===== config.mk =====
export PLATFORM = sky130hd
export DESIGN_NAME = lr_prio_sel
export DESIGN_NICKNAME = d
export VERILOG_FILES = /design/src/rtl/lr_prio_pkg.sv /design/src/rtl/lr_bank.sv /design/src/rtl/lr_scan.sv /design/src/rtl/lr_preempt.sv /design/src/rtl/lr_prio_sel.sv
export SDC_FILE = /design/constraint.sdc
export NUM_CORES = 1
export LEC_CHECK = 0
export ABC_AREA = 1
export BUFFER_PORTS_ARGS = -buffer_cell sky130_fd_sc_hd__buf_2
export CORE_MARGIN = 8
export CORE_UTILIZATION = 45
export CTS_CLUSTER_DIAMETER = 120
export DETAILED_ROUTE_END_ITERATION = 12
export GPL_TIMING_DRIVEN = 1
export PLACE_DENSITY = 0.75
export REMOVE_ABC_BUFFERS = 1
export SLEW_MARGIN = 10
export SYNTH_ARGS = -nofsm -noshare
export SYNTH_HDL_FRONTEND = slang
export SYNTH_SLANG_ARGS = --single-unit

===== constraint.sdc =====
create_clock -name clk -period 6.4 [get_ports clk]
set_input_delay 0.64 -clock clk [delete_from_list [all_inputs] [get_ports clk]]
set_output_delay 0.64 -clock clk [all_outputs]
set_load 0.05 [all_outputs]

===== src/rtl/lr_prio_pkg.sv =====
package lr_prio_pkg;
  localparam int LR_W      = 64;
  localparam int PRIO_LSB  = 48;
  localparam int NMI_BIT   = 59;
  localparam int GRP_BIT   = 60;
  localparam int STATE_LSB = 62;

  typedef enum logic [1:0] {
    LR_INVALID     = 2'b00,
    LR_PENDING     = 2'b01,
    LR_ACTIVE      = 2'b10,
    LR_PEND_ACTIVE = 2'b11
  } lr_state_e;

  typedef struct packed {
    lr_state_e  state;
    logic       grp;
    logic       nmi;
    logic [7:0] prio;
  } lr_view_t;

  function automatic lr_view_t lr_decode(input logic [LR_W-1:0] raw);
    lr_view_t v;
    v.state = lr_state_e'(raw[STATE_LSB +: 2]);
    v.grp   = raw[GRP_BIT];
    v.nmi   = raw[NMI_BIT];
    v.prio  = raw[PRIO_LSB +: 8];
    return v;
  endfunction
endpackage


===== src/rtl/lr_bank.sv =====
module lr_bank
  import lr_prio_pkg::*;
#(
  parameter int NUM_LR      = 4,
  parameter bit NMI_SUPPORT = 1'b1,
  localparam int IDX_W      = (NUM_LR > 1) ? $clog2(NUM_LR) : 1
) (
  input  logic                         clk,
  input  logic                         rst_n,
  input  logic                         we,
  input  logic [IDX_W-1:0]             waddr,
  input  logic [LR_W-1:0]              wdata,
  output logic [NUM_LR-1:0][LR_W-1:0]  regs
);
  logic [LR_W-1:0] wdata_clean;

  generate
    if (NMI_SUPPORT) begin : g_keep_nmi
      assign wdata_clean = wdata;
    end else begin : g_strip_nmi
      always_comb begin
        wdata_clean          = wdata;
        wdata_clean[NMI_BIT] = 1'b0;
      end
    end
  endgenerate

  for (genvar i = 0; i < NUM_LR; i++) begin : g_entry
    logic            en;
    logic [LR_W-1:0] d;
    assign en = we && (waddr == IDX_W'(i));
    assign d  = wdata_clean;
    always_ff @(posedge clk or negedge rst_n) begin
      if (!rst_n)  regs[i] <= '0;
      else if (en) regs[i] <= d;
    end
  end
endmodule


===== src/rtl/lr_scan.sv =====
module lr_scan
  import lr_prio_pkg::*;
#(
  parameter int NUM_LR = 4,
  localparam int IDX_W = (NUM_LR > 1) ? $clog2(NUM_LR) : 1
) (
  input  logic [NUM_LR-1:0][LR_W-1:0] regs,
  input  logic                        grp0_en,
  input  logic                        grp1_en,
  output logic                        found,
  output logic [IDX_W-1:0]            idx,
  output logic [7:0]                  prio,
  output logic                        nmi
);
  lr_view_t v [NUM_LR];

  for (genvar i = 0; i < NUM_LR; i++) begin : g_dec
    assign v[i] = lr_decode(regs[i]);
  end

  always_comb begin
    found = 1'b0;
    idx   = '0;
    prio  = 8'hFF;
    nmi   = 1'b0;
    for (int i = 0; i < NUM_LR; i++) begin
      logic cand;
      logic better;
      cand   = (v[i].state == LR_PENDING) && (v[i].grp ? grp1_en : grp0_en);
      better = !found || (v[i].prio < prio) ||
               ((v[i].prio == prio) && v[i].nmi && !nmi);
      if (cand && better) begin
        found = 1'b1;
        idx   = IDX_W'(i);
        prio  = v[i].prio;
        nmi   = v[i].nmi;
      end
    end
  end
endmodule


===== src/rtl/lr_preempt.sv =====
module lr_preempt (
  input  logic       found,
  input  logic [7:0] prio,
  input  logic       nmi,
  input  logic       vif_en,
  input  logic [7:0] vpmr,
  input  logic [7:0] run_prio,
  input  logic [7:0] gprio_mask,
  input  logic       nmi_active,
  output logic       ok
);
  logic [7:0] cand_g;
  logic [7:0] run_g;
  logic       masked_out;

  assign cand_g     = prio & gprio_mask;
  assign run_g      = run_prio & gprio_mask;
  assign masked_out = !nmi && (prio >= vpmr);

  always_comb begin
    ok = 1'b0;
    if (vif_en && found && !masked_out) begin
      if (cand_g < run_g)                            ok = 1'b1;
      else if ((cand_g == run_g) && nmi && !nmi_active) ok = 1'b1;
    end
  end
endmodule


===== src/rtl/lr_prio_sel.sv =====
module lr_prio_sel
  import lr_prio_pkg::*;
#(
  parameter int NUM_LR      = 4,
  parameter bit NMI_SUPPORT = 1'b1,
  localparam int IDX_W      = (NUM_LR > 1) ? $clog2(NUM_LR) : 1
) (
  input  logic             clk,
  input  logic             rst_n,
  input  logic             lr_we,
  input  logic [IDX_W-1:0] lr_waddr,
  input  logic [63:0]      lr_wdata,
  input  logic [IDX_W-1:0] rd_idx,
  output logic [63:0]      rd_data,
  input  logic             grp0_en,
  input  logic             grp1_en,
  input  logic             vif_en,
  input  logic [7:0]       vpmr,
  input  logic [7:0]       run_prio,
  input  logic [7:0]       gprio_mask,
  input  logic             nmi_active,
  output logic             hit,
  output logic [IDX_W-1:0] win_idx,
  output logic [7:0]       win_prio,
  output logic             win_nmi,
  output logic             can_preempt
);
  logic [NUM_LR-1:0][LR_W-1:0] regs;

  lr_bank #(.NUM_LR(NUM_LR), .NMI_SUPPORT(NMI_SUPPORT)) u_bank (
    .clk(clk), .rst_n(rst_n), .we(lr_we), .waddr(lr_waddr),
    .wdata(lr_wdata), .regs(regs)
  );

  assign rd_data = regs[rd_idx];

  lr_scan #(.NUM_LR(NUM_LR)) u_scan (
    .regs(regs), .grp0_en(grp0_en), .grp1_en(grp1_en),
    .found(hit), .idx(win_idx), .prio(win_prio), .nmi(win_nmi)
  );

  lr_preempt u_pre (
    .found(hit), .prio(win_prio), .nmi(win_nmi), .vif_en(vif_en),
    .vpmr(vpmr), .run_prio(run_prio), .gprio_mask(gprio_mask),
    .nmi_active(nmi_active), .ok(can_preempt)
  );
endmodule


# == Word-level counts from Yosys, hierarchy flattened ==
# Index checks and enable logic that the tools add are counted.
# word_totals
reg_bits,256
latchBits,0
ramBits,0
memories,0
output_inout_bits,77
elab_cells,85
romBits,0
# classes
mul,0
eq_ne,11
reduce_logical,38
add_sub_neg,0
shift,0
bitwise_logic,2
mux,24
order_cmp,6
div,0
# ops
op,count
$bmux 64 s2,1
$mux 64,1
$eq 8x8->1,4
$lt 8x8->1,4
$mux 8,4
$logic_and 1x1->1,22
$and 8x8->8,2
$mux 1,16
$eq 2x1->1 const B,5
$logic_not 1->1,9
$ge 8x8->1,1
$logic_or 1x1->1,6
$eq 2x2->1 const B,2
$mux 2,2
$lt 2x3->1 const B,1
$logic_not 2->1,1

# == Longest topological paths before layout ==
# Gate-level depths: netlist of the first run.
# depth
ltp_word,28
depth_mapped,54
mapped_depth_nobuf,53

# == Hierarchy ==
# A second synthesis of the first run with hierarchy kept.
# unflattened
hier_cells,2180
hier_area_um2,15133.3
# modules_own_cells
mod,n_inst,seq_area_each_um2,area_per_inst_um2,cells_per_inst
lr_bank,1,6406.1,10465.0,1135
lr_prio_sel,1,0.0,3020.4,747
lr_scan,1,0.0,1122.3,202
lr_preempt,1,0.0,525.5,96

# == Worst setup path before layout of the first run ==
# Ideal clock, no wire load.
# synth_timing
path_kind,input-to-output
startpoint,input port grp1_en
endpoint,output port can_preempt
setup_slack_ns,-1.037
arrival_time_ns,6.797
cell_stages,47
path_cell_list,nand2_1 > nand2_2 > nand2_1 > or2_2 > ha_1 > nand4_1 > nor2_1 > a31oi_1 > nand2_2 > nand2_4 > clkbuf_1 > o21ai_0 > ha_1 > nand2_1 > nor2_1 > nand4_1 > nor3_1 > nor2_1 > [... 11 more ...] > a21oi_1 > nand2_2 > nand2_4 > buf_6 > o21ai_2 > inv_1 > ha_1 > a21boi_0 > o21a_1 > o21ai_0 > nand2_1 > a21oi_1 > o21bai_1 > a21oi_1 > o21ai_0 > nand3_1 > nand2_1 > inv_1
# synth_between
elab_chain_len,28
word_cells_on_any_way,61
# synth_rtl
element,line,source
"start, declared",lr_prio_sel.sv:16,"input logic grp1_en,"
"parallel branches: the longest is 20 deep, another holds $lt 8x8->1",n/a,
$mux 8 (*),lr_scan.sv:32,if (cand && better) begin
via win_prio[1],lr_prio_sel.sv:24,"output logic [7:0] win_prio,"
"parallel branches: the longest is 6 deep, another holds $lt 8x8->1",n/a,
$mux 1 (*),lr_preempt.sv:22,if (vif_en && found && !masked_out) begin
"end, declared",lr_prio_sel.sv:26,output logic can_preempt
# Mark *: on every way through the listed nets, which the timed path passes.

# == Final worst setup path of the first run ==
# layout_timing
startpoint,register u_bank.regs[60] (netlist name)
endpoint,output port can_preempt
# layout_between
elab_chain_len,28
word_cells_on_any_way,55
# layout_rtl
element,line,source
"start, declared",lr_bank.sv:13,output logic [NUM_LR-1:0][LR_W-1:0] regs
"start signal, assigned by index",lr_bank.sv:34,if (!rst_n) regs[i] <= '0;
"start signal, assigned by index",lr_bank.sv:35,else if (en) regs[i] <= d;
$mux 1 (*),lr_scan.sv:29,cand = (v[i].state == LR_PENDING) && (v[i].grp ? grp1_en : grp0_en);
$logic_and 1x1->1 (*),lr_scan.sv:29,
"parallel branches: the longest is 25 deep, another holds $lt 8x8->1",n/a,
$mux 1 (*),lr_preempt.sv:22,
# Every way passes the cells marked *.

==> flow_summary.toml, run 1 <==
[worst_setup_path]
cp.required_ns = 5.76
path_common_cell = "nand2_2"
endpoint = "can_preempt"
crit_slowest_cell = "dfrtp_2"
crit_path_start_kind = "flop"
timing.rr.end = "u_bank.regs[60]$_DFFE_PN0P_"
reg2reg_depth = 3
crit_start = "u_bank.regs[60]$_DFFE_PN0P_"
reg2reg_from = "u_bank.regs[60]$_DFFE_PN0P_"
criticalPathCategory = "reg -> out"
cp_max_fo = 8
r2r_slack_ns = 5.53
slowest_delay_ns = 0.45
end_kind = "output port"
cp.arrival_ns = 6.83

[synthesis]
syn-instance-count = 1537
syn_area_um2 = 12500
yosysWarnings = 0
synth.distinct_cells = 33
seq_area_frac_synth_pct = 51.4
ys_seq_elements = 256
synth_top_family_by_area = "compound AO/OA/AOI/OAI gates"
synth_top_area_share_pct = 51.4
synth_adder_area_share_pct = 3.82
avgSynthCellArea_um2 = 8.10
yosys-top-cells-area = "dfrtp_1 (51%), o21ai_0 (16%), nand2_1 (9.7%)"
synth_area_leader_cell = "dfrtp_1"
synth_mux_area_share_pct = 0
synth-simple-area-share_pct = 16.3
synth-xor-area-share_pct = 0
synth-compound-area-share_pct = 21.6

[place]
dp_hpwl_mm = 21.0
place_congestion = 0.877
place_area_um2 = 14100
port_buffers = 175
pre_cts_ws_ns = -0.992

[final_layout]
antenna_cells = 0
areaGrowthSynthToFinish_pct = 25.9
largest_registers = "u_bank.regs: 256 flops"
layout.nets = 1878
final_cell_area_um2 = 15700
largest_reg_flops = 256
regMostFlops = "u_bank.regs"
drive_gt1_share_pct = 23.5

[die]
start_util_pct = 45.2
placementRows = 61
chipWidth_um = 182
die-area_um2 = 33300
io_pins = 176
core_um2 = 27600
die_h_um = 182

[run_status]
violations = "negative setup slack"
status = "finished, violations left"

[clock_network]
cts_buffer_depth = 3
root_buffer = "clkbuf_16"
cts_tree = "done"
htree_levels = 1
cts_inserted_buffers = 26
insertion_delay_ns = 0.52
clk_pin_slew_ns = 0.06
hold_buffers = 0
cts.sinks = 256

[sta]
timing.final.ws_setup_ns = -1.07
finalCritPeriodShare_pct = 117
skew_ns = 0
slew_viol_final = 0
clock.fmax_mhz = 134
slew_headroom_pct = 23.6
grt_setup_unrepaired = "yes"
hold-worst-slack_ns = 0.205
setup_viol = 2
period_needed_ns = 7.47
tightest_slew_ns = 1.15
hold_viol_final = 0

[drt]
firstDrtPassIters = 5
totalWireLength_mm = 34.8
wl_per_cell_um = 16.3
vias = 11400
drcViolationCount = 0
ant_nets = 0
drtIter0Drc = 955
via_per_inst = 5.32

[pwr]
p_leak_nw = 7.75
max-vdd-ir-drop_v = 0.000209
pwr_density_cell_nw_per_um2 = 327

[global_routing]
grt_remaining_overflow = 0
antenna_found_initial = 1
globalRouteTotalUtil_pct = 20.5
grt_pass1_wl_mm = 56.8
first_global_vias = 11300
grt_max_degree = 133

[run]
drv_cap = 0

[min_path]
hold_class = "in -> async"
-- power breakdown --
part / total, W / internal (W) / switching (W) / leakage, nW
Combinational: 0.00145 / 0.000529 / 0.000917 / 4.10
Sequential: 0.00205 / 0.00188 / 0.000170 / 3.19
Clock: 0.00164 / 0.00103 / 0.000613 / 0.455
-- cells in the mapped netlist (all sizes together) --
| library cell | n |
|---|---|
| a31oi | 1 |
| nor3 | 2 |
| a211oi | 2 |
| a21boi | 2 |
| nand4 | 6 |
| a21oi | 24 |
| nand3 | 18 |
| buf | 4 |
| inv | 124 |
| a2111oi | 4 |
| or2 | 2 |
| nand3b | 1 |
| dfrtp | 256 |
| o22ai | 61 |
| nor2 | 151 |
| o21a | 1 |
| o21bai | 2 |
| clkbuf | 96 |
| o21ai | 408 |
| or3 | 1 |
| ha | 38 |
| nand2 | 333 |
-- layout by cell type, fill, tap and decap left out, types with 27 or more instances in the layout --
master and n:
ha_1 28, nand2_1 307, o21ai_0 382, buf_4 88
clkbuf_16 27, o22ai_1 61, inv_1 115, buf_2 167
nor2_1 141, dfrtp_1 255
-- metrics by stage --
stage / setup TNS (ns) / util, % / total power (W) / instances
floorplan: -0.622 / - / 0.00287 / 1437
global placement: -0.790 / 51.3 / 0.00330 / 2068
detailed placement: -0.992 / 51.3 / 0.00334 / 2068
CTS: -1.14 / 55.7 / 0.00507 / 2131
global route: -3.06 / 56.9 / 0.00542 / 2137
finish: -1.36 / 56.9 / 0.00513 / 2137
-- metal layers --
layer / wire length (um) / GRT usage [%] / part of all wire [%] / vias to the layer above
li1: - / - / - / 5499
met3: 2240 / 3.50 / 6.4 / 67
met2: 16500 / 35.0 / 47 / 381
met1: 15200 / 26.4 / 44 / 5422
met4: 809 / 5.94 / 2.3 / 2
met5: 13 / 0 / 0.037 / -
-- critical path, delay by kind of cell, from the launching register on --
| kind | cells | cell delay, ns |
|---|---|---|
| simple gates | 28 | 2.90 |
| fa+ha+maj | 4 | 1.13 |
| buf+inv | 8 | 0.93 |
| compound gates | 7 | 0.88 |
| flops | 1 | 0.45 |
-- final cells by class --
| class | instances | area (um^2) |
|---|---|---|
| fillers | 2454 | 11900 |
| flip-flops and latches | 256 | 6410 |
| multi-input cells | 1058 | 5650 |
| repair buffers | 275 | 1760 |
| clock buffers | 39 | 771 |
| well taps | 378 | 473 |
| inverters | 124 | 469 |
| clock inverters | 7 | 160 |
-- what timing repair did --
action	4_1_cts	5_1_grt
setup buffers	16	6
setup endpoints to repair	5	12
gates resized for setup	59	71
pin swaps	45	56
gates cloned	1	0
-- worst min-delay path by stage --
stage                              endpoint  cells past startpoint  slack [ns]                          from
6_report        u_bank.regs[90]$_DFFE_PN0P_                      1        0.20                         rst_n
5_1_grt         u_bank.regs[90]$_DFFE_PN0P_                      1        0.32                         rst_n
4_1_cts         u_bank.regs[90]$_DFFE_PN0P_                      1        0.28                         rst_n
3_5_place_dp   u_bank.regs[137]$_DFFE_PN0P_                      2        0.47  u_bank.regs[137]$_DFFE_PN0P_
3_3_place_gp   u_bank.regs[173]$_DFFE_PN0P_                      2        0.46  u_bank.regs[173]$_DFFE_PN0P_
2_1_floorplan    u_bank.regs[0]$_DFFE_PN0P_                      0        0.34                         rst_n
-- kinds of logic (layout without fill, tap and decap cells) --
family                     after synthesis  count (layout)
AOI/OAI and AO/OA                      505             505
adders and majority gates               38              38
DFF                                    256             256
and+or+nand+nor                        514             515
buffers and inverters                  224             445
Note: power is estimated with default switching activity, not from simulation.
==> run 2: changes to the inputs <==
--- a/config.mk
+++ b/config.mk
@@ -12,7 +12,7 @@
 export CTS_CLUSTER_DIAMETER = 120
 export DETAILED_ROUTE_END_ITERATION = 12
 export GPL_TIMING_DRIVEN = 1
-export PLACE_DENSITY = 0.75
+export PLACE_DENSITY = 0.72
 export REMOVE_ABC_BUFFERS = 1
 export SLEW_MARGIN = 10
 export SYNTH_ARGS = -nofsm -noshare
==> constraint.sdc (replaced) <==
create_clock -name clk -period 7.1 [get_ports clk]
set_input_delay 0.71 -clock clk [delete_from_list [all_inputs] [get_ports clk]]
set_output_delay 0.71 -clock clk [all_outputs]
set_load 0.05 [all_outputs]
==> run 2 against run 1 <==
Against the previous run: the run still ends with negative setup slack left; flip-flop and latch count is the same; largest power group unchanged; largest cell class unchanged; clock-buffer cell count shrank 4; final cell count shrank 1.5%.
==> flow_summary.toml, run 2 (same netlist as run 1, synthesis figures left out) <==
[pwr]
swShare_pct = 33.2
seqPwrFrac_pct = 40.8
p_leak_nw = 7.56
max-vdd-ir-drop_v = 0.000196
internal-power_w = 0.00303
switching_power_w = 0.00150
clock_power_share_pct = 32.8
pwr_density_cell_nw_per_um2 = 297
combPwrFrac_pct = 26.4
power.total_w = 0.00453

[die]
start_util_pct = 45.2
io_pins = 176
chipWidth_um = 182
placementRows = 61
core_um2 = 27600
die_h_um = 182
die-area_um2 = 33300

[sta]
clock.fmax_mhz = 136
hold_viol_final = 0
period_needed_ns = 7.35
tightest_slew_ns = 1.06
final.setup.tns_ns = -0.247
finalCritPeriodShare_pct = 103
slew_headroom_pct = 29.2
slew_viol_final = 0
setup_viol = 1
timing.final.ws_setup_ns = -0.247
skew_ns = 0
grt_setup_unrepaired = "yes"

[worst_setup_path]
criticalPathCategory = "reg -> out"
slowest_delay_ns = 0.44
cp_max_fo = 8
cp.required_ns = 6.39
crit_slowest_cell = "dfrtp_2"
crit_path_start_kind = "flop"
cp.arrival_ns = 6.64
end_kind = "output port"

[final_layout]
antenna_cells = 0
areaGrowthSynthToFinish_pct = 22.4
layout_commonest_cell = "o21ai_0"
nFillCells = 2532
multi_input_comb_area_um2 = 5560
regArea_um2 = 6410
drive_gt1_share_pct = 21.0
largest_reg_flops = 256
layout.nets = 1846
regMostFlops = "u_bank.regs"
layout_common_cells = "o21ai_0 (382), nand2_1 (312), dfrtp_1 (255)"
largest_registers = "u_bank.regs: 256 flops"

[clock_network]
cts_tree = "done"
cts_buffer_depth = 3
root_buffer = "clkbuf_16"
hold_buffers = 0
cts.sinks = 256
cts_inserted_buffers = 27
clk_pin_slew_ns = 0.06
insertion_delay_ns = 0.51
htree_levels = 1

[run]
drv_cap = 0

[drt]
totalWireLength_mm = 34.3
via_per_inst = 5.30
ant_nets = 0
vias = 11200
drtIter0Drc = 722
firstDrtPassIters = 7
drcViolationCount = 0
wl_per_cell_um = 16.3

[global_routing]
grt_remaining_overflow = 0
antenna_found_initial = 1
first_global_vias = 11400
grt_max_degree = 179
grt_pass1_wl_mm = 56.4
globalRouteTotalUtil_pct = 20.4

[run_status]
violations = "negative setup slack"
status = "finished, violations left"

[place]
place_congestion = 0.862
port_buffers = 175
pre_cts_ws_ns = -0.439
dp_hpwl_mm = 20.8

[min_path]
hold_class = "in -> async"
## run 2: changes by cell type in the layout (fill, tap and decap cells not counted), moves of 4 or more
cell,before,now
buf_2,167,172
clkbuf_1,7,3
inv_2,7,2
ha_1,28,33
nor2_2,7,3
buf_4,88,60
nand2_1,307,312
buf_6,11,5
inv_1,115,121
ha_4,9,5
## run 2: layout make-up
cell class              instances  share of cell area, %
flip-flops and latches        256                   42.0
multi-input cells            1061                   36.4
repair buffers                239                   9.20
clock buffers                  35                   4.95
well taps                     378                   3.10
inverters                     124                   3.07
clock inverters                12                   1.23
## run 2: metrics by stage
| stage | cell area [um^2] | hold WS [ns] | util, % | cells |
|---|---|---|---|---|
| after floorplan | 12100 | 0.414 | - | 1437 |
| after global placement | 13900 | 0.461 | 50.3 | 2038 |
| after detailed placement | 13900 | 0.468 | 50.3 | 2038 |
| after CTS | 15100 | 0.171 | 54.7 | 2103 |
| after global routing | 15300 | 0.197 | 55.4 | 2105 |
| final | 15300 | 0.127 | 55.4 | 2105 |
## run 2: timing repair
| action | CTS | global route |
|---|---|---|
| setup endpoints to repair | 1 | 1 |
| pin swaps | 36 | 39 |
| gates cloned | 4 | 0 |
| endpoints found under the hold margin | 0 | 0 |
| setup buffers | 14 | 2 |
| resized for setup | 50 | 37 |
## run 2: routing by layer
layer | GRT usage, % | up-vias | part of all wire [%]
li1 | - | 5433 | -
met3 | 3.50 | 67 | 6.4
met1 | 25.6 | 5314 | 43
met4 | 6.99 | 2 | 2.6
met5 | 0 | - | 0.038
met2 | 35.0 | 344 | 48
## run 2: path summary, 6_finish.rpt
kind	slack, ns	cells past startpoint	end	from
setup / recovery	-0.25	46	can_preempt	u_bank.regs[60]$_DFFE_PN0P_
hold / removal	0.13	1	u_bank.regs[108]$_DFFE_PN0P_	rst_n
setup reg to reg	6.23	3	u_bank.regs[60]$_DFFE_PN0P_	u_bank.regs[60]$_DFFE_PN0P_
hold reg to reg	0.48	2	u_bank.regs[85]$_DFFE_PN0P_	u_bank.regs[85]$_DFFE_PN0P_
max in group asynchronous	5.51	2	u_bank.regs[60]$_DFFE_PN0P_	rst_n
min in group clk	0.48	2	u_bank.regs[85]$_DFFE_PN0P_	u_bank.regs[85]$_DFFE_PN0P_
## run 2: worst max-delay path: cells and delay by family (launching register included)
kind,cells,cell delay [ns]
simple gates,22,2.22
compound gates,14,1.80
fa+ha+maj,4,1.06
buf+inv,6,0.61
flops,1,0.44
## run 2: power groups by stage
stage	clock network [W]	logic (W)	registers, W
2_1_floorplan	0	0.000765	0.00182
3_3_place_gp	0	0.00108	0.00186
3_5_place_dp	0	0.00111	0.00186
4_1_cts	0.00152	0.00115	0.00184
5_1_grt	0.00158	0.00133	0.00188
6_report	0.00149	0.00120	0.00185
==> run 3: changes to the inputs <==
--- a/config.mk
+++ b/config.mk
@@ -7,7 +7,7 @@
 export LEC_CHECK = 0
 export ABC_AREA = 1
 export BUFFER_PORTS_ARGS = -buffer_cell sky130_fd_sc_hd__buf_2
-export CORE_MARGIN = 8
+export CORE_MARGIN = 2
 export CORE_UTILIZATION = 45
 export CTS_CLUSTER_DIAMETER = 120
 export DETAILED_ROUTE_END_ITERATION = 12
==> constraint.sdc (replaced) <==
create_clock -name clk -period 9 [get_ports clk]
set_input_delay 0.9 -clock clk [delete_from_list [all_inputs] [get_ports clk]]
set_output_delay 0.9 -clock clk [all_outputs]
set_load 0.05 [all_outputs]
==> run 3 against run 2 <==
Against the previous run: critical endpoint unchanged; the run now ends clean; combinational power down 32%; final cell count fell by 2.7%; largest power group unchanged; register-to-register slack improved by 2.0 ns; first-iteration DRC count grew 4.7%; setup slack better by 1.2 ns.
==> flow_summary.toml, run 3 (same netlist as run 1, synthesis figures left out) <==
[worst_setup_path]
reg2reg_depth = 2
criticalPathCategory = "in -> out"
crit_path_start_kind = "primary input"
slowest_delay_ns = 0.35
cp.arrival_ns = 7.18
crit_slowest_cell = "or2_2"
cp.required_ns = 8.10
cp_max_fo = 19
reg2reg_from = "u_bank.regs[245]$_DFFE_PN0P_"
r2r_slack_ns = 8.20
path_common_cell = "nand2_1"
timing.rr.end = "u_bank.regs[245]$_DFFE_PN0P_"
end_kind = "output port"

[pwr]
p_leak_nw = 7.19
pwr_density_cell_nw_per_um2 = 232
max-vdd-ir-drop_v = 0.000149
power.total_w = 0.00335

[die]
io_pins = 176
placementRows = 60
die_h_um = 170
start_util_pct = 46.0
core_um2 = 27100
chipWidth_um = 170
die-area_um2 = 29000

[run]
drv_cap = 0

[final_layout]
largest_reg_flops = 256
largest_registers = "u_bank.regs: 256 flops"
layout_common_cells = "o21ai_0 (400), nand2_1 (323), dfrtp_1 (256)"
final_cell_area_um2 = 14400
layout_commonest_cell = "o21ai_0"
areaGrowthSynthToFinish_pct = 16.0
regMostFlops = "u_bank.regs"
layout.nets = 1790
nFillCells = 2587
drive_gt1_share_pct = 15.6
postLayoutCoreUtil_pct = 53.3

[sta]
period_needed_ns = 8.08
tightest_slew_ns = 1.08
final.setup.tns_ns = 0
hold_viol_final = 0
skew_ns = 0
grt_setup_unrepaired = "no"
clock.fmax_mhz = 124
slew_viol_final = 0
finalCritPeriodShare_pct = 89.7
slew_headroom_pct = 28.2
setup_viol = 0

[global_routing]
first_global_vias = 10500
antenna_found_initial = 4
grt_remaining_overflow = 0
grt_max_degree = 105
grt_pass1_wl_mm = 52.7
globalRouteTotalUtil_pct = 22.2

[clock_network]
cts_tree = "done"
insertion_delay_ns = 0.53
cts_buffer_depth = 3
cts_inserted_buffers = 27
cts-resized-gates = 0
cts.sinks = 256
clk_pin_slew_ns = 0.06
hold_buffers = 0
cts_setup_buffers = 0
root_buffer = "clkbuf_16"
htree_levels = 1

[drt]
drtIter0Drc = 756
ant_nets = 0
wl_per_cell_um = 15.5
firstDrtPassIters = 5
via_per_inst = 5.27
drcViolationCount = 0
vias = 10800
totalWireLength_mm = 31.8

[run_status]
status = "completed"

[min_path]
hold_class = "in -> async"

[place]
port_buffers = 175
dp_hpwl_mm = 19.6
place_area_um2 = 13600
place_congestion = 0.836
-- run 3: cell types whose count changed in the layout (fill, tap and decap cells not counted), sizes merged --
cell / delta
inv: +1
clkbuf: +4
buf: -52
diode: +3
bufinv: -4
nand2: -4
clkinvlp: +2
-- run 3: critical path, delay by kind of cell --
| family | cells | cell delay (ns) |
|---|---|---|
| adder cells (fa/ha/maj) | 4 | 1.18 |
| AND/OR/NAND/NOR | 27 | 3.00 |
| AO/OA/AOI/OAI | 13 | 1.60 |
| buffers and inverters | 4 | 0.48 |
-- run 3: area by class of cell --
| class | instances | area (um^2) | area share (%) |
|---|---|---|---|
| antenna | 3 | 7.51 | 0.0520 |
| inverter | 124 | 468 | 3.24 |
| sequential | 256 | 6410 | 44.4 |
| tap | 372 | 465 | 3.22 |
| clock buffer | 39 | 761 | 5.27 |
| timing repair buffer | 187 | 978 | 6.77 |
| multi-input combinational | 1057 | 5260 | 36.4 |
| clock inverter | 11 | 95.1 | 0.658 |
-- run 3: through the flow --
| stage | cells | hold WS [ns] | setup WS, ns |
|---|---|---|---|
| after floorplan | 1437 | 0.448 | 1.46 |
| after global placement | 1996 | 0.461 | 1.18 |
| after detailed placement | 1996 | 0.467 | 0.887 |
| after CTS | 2046 | 0.438 | 0.879 |
| after global routing | 2047 | 0.461 | 0.0201 |
| final | 2049 | 0.397 | 0.923 |
-- run 3: metal layers --
layer  track usage [%]  share of wire, %  vias to the layer above
li1                  -                 -                     5331
met1              29.9                45                     5121
met2              37.4                47                      295
met3              3.86               6.2                       49
met4              5.65               1.9                        4
met5                 0             0.075                        -
-- run 3: worst max path at each step --
stage                                 from          end  slack, ns  cells after the start
5_1_grt        u_bank.regs[60]$_DFFE_PN0P_  can_preempt       0.02                     48
3_5_place_dp                       grp0_en  can_preempt       0.89                     49
6_report                           grp0_en  can_preempt       0.92                     48
2_1_floorplan                      grp1_en  can_preempt       1.46                     45
3_3_place_gp                       grp0_en  can_preempt       1.18                     48
4_1_cts                            grp0_en  can_preempt       0.88                     49
-- run 3: power breakdown --
group          switching (W)  leakage [nW]  internal (W)
logic               0.000571          3.58      0.000249
clock network       0.000455         0.414      0.000617
registers           0.000119          3.19       0.00133
